--- config.mk ---
export PLATFORM = sky130hd
export DESIGN_NAME = rxv_link_monitor
export DESIGN_NICKNAME = d
export VERILOG_FILES = /design/src/rtl/rxv_mon_pkg.sv /design/src/rtl/rxv_sync.sv /design/src/rtl/rxv_flag_unit.sv /design/src/rtl/rxv_err_count.sv /design/src/rtl/rxv_link_monitor.sv
export SDC_FILE = /design/constraint.sdc
export NUM_CORES = 1
export LEC_CHECK = 0
export ABC_AREA = 1
export BUFFER_PORTS_ARGS = -buffer_cell sky130_fd_sc_hd__clkbuf_2
export CAP_MARGIN = 20
export CORE_UTILIZATION = 28
export CTS_BUF_LIST = sky130_fd_sc_hd__clkbuf_8
export DETAILED_ROUTE_END_ITERATION = 12
export GPL_ROUTABILITY_DRIVEN = 0
export PLACE_DENSITY = 0.53
export SETUP_SLACK_MARGIN = 0.05
export SYNTH_ARGS = -nofsm -noshare
export SYNTH_HDL_FRONTEND = slang
export SYNTH_SLANG_ARGS = --single-unit
--- constraint.sdc ---
create_clock -name clk -period 3.45 [get_ports clk]
set_input_delay 0.5175 -clock clk [delete_from_list [all_inputs] [get_ports clk]]
set_output_delay 0.5175 -clock clk [all_outputs]
set_load 0.02 [all_outputs]
--- src/rtl/rxv_mon_pkg.sv ---
package rxv_mon_pkg;

    localparam int unsigned REG_AW = 2;
    localparam int unsigned REG_DW = 16;

    localparam logic [REG_AW-1:0] ADR_STATUS = 2'd0;
    localparam logic [REG_AW-1:0] ADR_COUNT  = 2'd1;
    localparam logic [REG_AW-1:0] ADR_CTRL   = 2'd2;

    // control write bit positions
    localparam int unsigned CTL_CLR_CNT = 0;
    localparam int unsigned CTL_CLR_FLG = 1;
    localparam int unsigned CTL_HOLD    = 2;

    // lock vector bit positions
    localparam int unsigned LK_DESCR = 0;
    localparam int unsigned LK_DESER = 1;
    localparam int unsigned LK_N     = 2;

    typedef struct packed {
        logic vid_rst;    // status bit 3
        logic deser_tgl;  // status bit 2
        logic descr_tgl;  // status bit 1
    } sticky_t;

endpackage

--- src/rtl/rxv_sync.sv ---
module rxv_sync #(
    parameter int unsigned WIDTH  = 2,
    parameter int unsigned STAGES = 2
) (
    input  logic             clk,
    input  logic             rst_n,
    input  logic [WIDTH-1:0] async_i,
    output logic [WIDTH-1:0] sync_o
);
    localparam int unsigned LAST = STAGES - 1;

    logic [STAGES-1:0][WIDTH-1:0] chain_d, chain_q;

    always_comb begin
        chain_d[0] = async_i;
        for (int i = 1; i < STAGES; i++) begin
            chain_d[i] = chain_q[i-1];
        end
    end

    always_ff @(posedge clk) begin
        if (!rst_n) chain_q <= '0;
        else        chain_q <= chain_d;
    end

    assign sync_o = chain_q[LAST];
endmodule

--- src/rtl/rxv_flag_unit.sv ---
module rxv_flag_unit
    import rxv_mon_pkg::*;
(
    input  logic            clk,
    input  logic            rst_n,
    input  logic [LK_N-1:0] lock_i,
    input  logic            vid_rst_i,
    input  logic            clr_i,
    input  logic            hold_i,
    output sticky_t         flags_o
);
    typedef struct packed {
        logic [LK_N-1:0] prev;
        sticky_t         flags;
    } flag_state_t;

    flag_state_t st_d, st_q;
    logic [LK_N-1:0] tgl;

    always_comb begin
        st_d      = st_q;
        tgl       = lock_i ^ st_q.prev;
        st_d.prev = lock_i;
        if (!hold_i) begin
            if (clr_i)          st_d.flags           = '0;
            if (tgl[LK_DESCR])  st_d.flags.descr_tgl = 1'b1;
            if (tgl[LK_DESER])  st_d.flags.deser_tgl = 1'b1;
            if (vid_rst_i)      st_d.flags.vid_rst   = 1'b1;
        end
    end

    always_ff @(posedge clk) begin
        if (!rst_n) st_q <= '0;
        else        st_q <= st_d;
    end

    assign flags_o = st_q.flags;
endmodule

--- src/rtl/rxv_err_count.sv ---
module rxv_err_count #(
    parameter int unsigned CNT_W = 15
) (
    input  logic             clk,
    input  logic             rst_n,
    input  logic             inc_i,
    input  logic             clr_i,
    input  logic             hold_i,
    output logic [CNT_W-1:0] count_o
);
    localparam logic [CNT_W-1:0] CNT_MAX = {CNT_W{1'b1}};

    logic [CNT_W-1:0] cnt_d, cnt_q, base;

    always_comb begin
        base  = clr_i ? '0 : cnt_q;
        cnt_d = cnt_q;
        if (!hold_i) begin
            if (inc_i && base != CNT_MAX) cnt_d = base + 1'b1;
            else                          cnt_d = base;
        end
    end

    always_ff @(posedge clk) begin
        if (!rst_n) cnt_q <= '0;
        else        cnt_q <= cnt_d;
    end

    assign count_o = cnt_q;
endmodule

--- src/rtl/rxv_link_monitor.sv ---
module rxv_link_monitor
    import rxv_mon_pkg::*;
#(
    parameter int unsigned CNT_W       = 15,
    parameter int unsigned SYNC_STAGES = 2
) (
    input  logic              clk,
    input  logic              rst_n,
    input  logic              deser_lock_i,
    input  logic              descr_lock_i,
    input  logic              vid_rst_i,
    input  logic              crc_err_i,
    input  logic [REG_AW-1:0] host_addr_i,
    input  logic              host_wr_i,
    input  logic [REG_DW-1:0] host_wdata_i,
    output logic [REG_DW-1:0] host_rdata_o
);
    localparam int unsigned CTL_USED = CTL_HOLD + 1;

    typedef struct packed {
        logic hold;
    } ctl_t;

    ctl_t ctl_d, ctl_q;

    logic              ctl_wr;
    logic              clr_cnt_w;
    logic              clr_flg_w;
    logic              hold_w;
    logic [LK_N-1:0]   lock_async;
    logic [LK_N-1:0]   lock_sync;
    sticky_t           flags_w;
    logic [CNT_W-1:0]  cnt_w;
    logic              wdata_unused;

    assign wdata_unused = ^host_wdata_i[REG_DW-1:CTL_USED];

    // host write decode: clears are single-cycle pulses
    assign ctl_wr    = host_wr_i && (host_addr_i == ADR_CTRL);
    assign clr_cnt_w = ctl_wr && host_wdata_i[CTL_CLR_CNT];
    assign clr_flg_w = ctl_wr && host_wdata_i[CTL_CLR_FLG];

    always_comb begin
        ctl_d = ctl_q;
        if (ctl_wr) ctl_d.hold = host_wdata_i[CTL_HOLD];
    end

    always_ff @(posedge clk) begin
        if (!rst_n) ctl_q <= '0;
        else        ctl_q <= ctl_d;
    end

    assign hold_w = ctl_q.hold;

    assign lock_async[LK_DESCR] = descr_lock_i;
    assign lock_async[LK_DESER] = deser_lock_i;

    rxv_sync #(
        .WIDTH  (LK_N),
        .STAGES (SYNC_STAGES)
    ) u_sync (
        .clk     (clk),
        .rst_n   (rst_n),
        .async_i (lock_async),
        .sync_o  (lock_sync)
    );

    rxv_flag_unit u_flags (
        .clk       (clk),
        .rst_n     (rst_n),
        .lock_i    (lock_sync),
        .vid_rst_i (vid_rst_i),
        .clr_i     (clr_flg_w),
        .hold_i    (hold_w),
        .flags_o   (flags_w)
    );

    rxv_err_count #(
        .CNT_W (CNT_W)
    ) u_cnt (
        .clk     (clk),
        .rst_n   (rst_n),
        .inc_i   (crc_err_i),
        .clr_i   (clr_cnt_w),
        .hold_i  (hold_w),
        .count_o (cnt_w)
    );

    always_comb begin
        host_rdata_o = '0;
        unique case (host_addr_i)
            ADR_STATUS: host_rdata_o = REG_DW'({flags_w, lock_sync[LK_DESCR]});
            ADR_COUNT:  host_rdata_o = REG_DW'(cnt_w);
            ADR_CTRL:   host_rdata_o = REG_DW'({ctl_q.hold, 2'b00});
            default:    host_rdata_o = '0;
        endcase
    end
endmodule

==> results.yml <==
run_status:
  status: "finished, final reports clean"
finish:
  nets: 313
  regArea_um2: 500
  antenna_cells: 0
  fillerInstances: 619
  layout.cells.non_filler: 358
  multi_input_area_um2: 846
  syn_to_final_growth_pct: 12.6
  post-route-util_pct: 32.7
  drive_above_1_share_pct: 16.1
clock_network:
  cts_setup_buffers: 0
  cts_tree: "built"
  clk_pin_slew_worst_paths_ns: 0.09
  h-tree-depth: 1
  clock_latency_ns: 0.28
  cts_inserted_buffers: 3
  cts_resized: 0
  cts_max_path_buffers: 2
  cts_hold_buf: 0
  cts_root_buffer: "clkbuf_8"
  cts.sinks: 25
job:
  drv_cap: 0
hold_path:
  whs_path_depth: 2
  min_path_type: "reg2reg"
  min_from: "u_sync.chain_d[3]$_SDFF_PN0_"
  hold_end: "u_sync.sync_o[1]$_SDFF_PN0_"
critical_path:
  cpMaxStageDelayCell: "nand3_2"
  critPathCaptureType: "register"
  r2r_slack_ns: 1.33
  cp.depth: 15
  reg2reg_to: "u_cnt.count_o[0]$_SDFFE_PN0N_"
  r2r_start: "u_cnt.count_o[1]$_SDFFE_PN0N_"
  crit_chain: "clkbuf_2 -> nand4_4 -> nand2_1 -> inv_1 -> ha_1 -> inv_1 -> nor2_2 -> nand2_1 -> nor2_1 -> nand3_2 -> nand2_1 -> inv_1 -> nand2_1 -> nand2_1 -> nor2_1"
  crit_top_cell: "nand2_1"
  worstPathArrival_ns: 2.70
  cp_max_fo: 22
  critPathKind: "in2reg"
  critPathMaxStageDelay_ns: 0.36
  required_ns: 3.67
  reg2reg_depth: 13
  cp_num_buf_inv: 4
  cp_top_family: "simple AND/OR/NAND/NOR gates"
  critPathLaunchType: "input port"
yosys:
  synth_nets: 290
  syn-cell-area_um2: 1600
  yosysWarningCount: 0
  netlist_instances: 264
  ys_seq_area_share_pct: 31.3
  avgSynthCellArea_um2: 6.06
  ys_types: 25
  ys_ff_latch: 25
die:
  chipHeight_um: 77.6
  fp.dieArea_um2: 6020
  start_util_pct: 29.0
  fp.coreArea_um2: 5510
  ios: 41
  die_w_um: 77.6
  rows: 27
drt:
  dr.pass1.iters: 4
  ant_nets: 0
  first_iter_violations: 69
  viasPerCell: 4.35
  route.detailed.drc: 0
  wl_per_cell_um: 10.6
  num_vias: 1559
  drt-total-wl_mm: 3.78
timing:
  rsz0062_at_grt: "no"
  drv_slew: 0
  setup_viol: 0
  hold_violations: 0
  fin_crit_ns: 2.48
  final.period_utilization_pct: 72.0
  tns_ns: 0
  max_freq_mhz: 403
  worst_clock_skew_ns: 0.00557
global_routing:
  antenna_found_initial: 0
  overflow: 0
  grt_pass1_vias: 1421
  track_usage_pct: 13.6
  grt_pass1_wl_mm: 6.47
  grt_start_max_net_pins: 23
power:
  finalPower_mw: 0.548
  power_leakage_nw: 0.849
  powerDensity_nw_per_um2: 304
  ir_drop_mv: 0.165
place:
  dp_hpwl_mm: 2.84
  portBuffers: 26
  place_inst: 354
cell type report:
class / count / share of cell area [%]
Clock inverter: 1 / 0.278
Clock buffer: 3 / 2.29
Multi-Input combinational cell: 181 / 47.0
Tap cell: 72 / 5.00
Inverter: 50 / 10.4
Sequential cell: 25 / 27.8
Timing Repair Buffer: 26 / 7.23
cells by family (layout without fill, tap and decap cells):
group / after synthesis / in the layout / synth area share (%)
AOI/OAI and AO/OA: 13 / 13 / 4.38
xor gates and xnor gates: 2 / 2 / 1.10
adders and majority gates: 1 / 1 / 0.782
buffers and inverters: 58 / 80 / 15.8
DFF: 25 / 25 / 31.3
other: 1 / 1 / 0.235
and+or+nand+nor: 164 / 164 / 46.4
state kept, by name (all words and copies together) (netlist names):
signal,cells
u_sync.sync_o,2
u_cnt.count_o,15
u_flags.flags_o,3
u_sync.chain_d,2
u_flags.st_q,2
ctl_q,1
synthesized netlist by cell type:
master     n  share of area [%]
nor3_1     3               0.94
a21oi_1    8                2.5
nand3_1   14                4.4
inv_2      3               0.70
nor2_2     5                2.0
nand2_1   67                 16
ha_1       1               0.78
nand2_2    1               0.39
nor2_1    54                 13
clkbuf_1   2               0.47
xor2_1     2                1.1
a22oi_1    1               0.47
buf_4      1               0.47
buf_2      1               0.31
buf_6      4                2.8
dfxtp_1   25                 31
nor2_4     1               0.70
nand4_1   12                4.7
inv_1     47                 11
conb_1     1               0.23
o211ai_1   1               0.47
nand4_4    1                1.3
nand3b_1   1               0.47
nand3_2    5                3.1
o21ai_0    3               0.94
per-layer routing:
| layer | part of all wire (%) | global-route usage (%) |
|---|---|---|
| met3 | 3.6 | 2.47 |
| met4 | 0.98 | 3.96 |
| met2 | 45 | 22.2 |
| met1 | 50 | 18.3 |
| met5 | 0 | 0 |
stage by stage:
| stage | instance area (um^2) | hold WS [ns] | setup slack (ns) |
|---|---|---|---|
| global placement | 1750 | 0.392 | 0.708 |
| global route | 1800 | 0.428 | 0.666 |
| CTS | 1800 | 0.418 | 0.978 |
| detailed placement | 1750 | 0.398 | 0.696 |
| floorplan | 1600 | 0.390 | 1.44 |
| finish | 1800 | 0.417 | 0.968 |
power by group:
group	internal (mW)	leakage [nW]	switching, mW	total [mW]
sequential	0.297	0.204	0.00574	0.303
clock	0.0811	0.0255	0.102	0.183
combinational	0.0200	0.620	0.0419	0.0619
total	0.398	0.849	0.150	0.548
worst min-delay path: cells and delay by family, from the launching register on:
family / cells / cell delay [ns]
buffers and inverters: 1 / 0.04
flip-flops: 1 / 0.31
AND/OR/NAND/NOR: 1 / 0.04
worst max-delay path by stage:
stage | slack [ns] | endpoint | start
after detailed placement | 0.70 | u_cnt.count_o[0]$_SDFFE_PN0N_ | host_addr_i[1]
after floorplan | 1.44 | u_cnt.count_o[13]$_SDFFE_PN0N_ | host_addr_i[0]
after global routing | 0.67 | u_cnt.count_o[0]$_SDFFE_PN0N_ | host_addr_i[1]
after global placement | 0.71 | u_cnt.count_o[0]$_SDFFE_PN0N_ | host_addr_i[1]
final | 0.97 | u_cnt.count_o[0]$_SDFFE_PN0N_ | host_addr_i[1]
after CTS | 0.98 | u_cnt.count_o[0]$_SDFFE_PN0N_ | host_addr_i[1]
cells in the final DEF, fill, tap and decap left out:
master | Yosys | layout
nand3_2 | 5 | 5
o211ai_1 | 1 | 1
nor3_1 | 3 | 3
inv_1 | 47 | 47
conb_1 | 1 | 1
clkbuf_8 | 0 | 3
clkinv_2 | 0 | 1
nand4_4 | 1 | 1
nand3_1 | 14 | 14
nand2_1 | 67 | 67
nand2_2 | 1 | 1
nand3b_1 | 1 | 1
nor2_4 | 1 | 1
nand4_1 | 12 | 12
nor2_1 | 54 | 54
clkbuf_2 | 0 | 26
xor2_1 | 2 | 2
nor2_2 | 5 | 5
a22oi_1 | 1 | 1
dfxtp_1 | 25 | 25
o21ai_0 | 3 | 3
a21oi_1 | 8 | 8
ha_1 | 1 | 1
inv_2 | 3 | 3
Note: power is estimated with default switching activity, not from simulation.
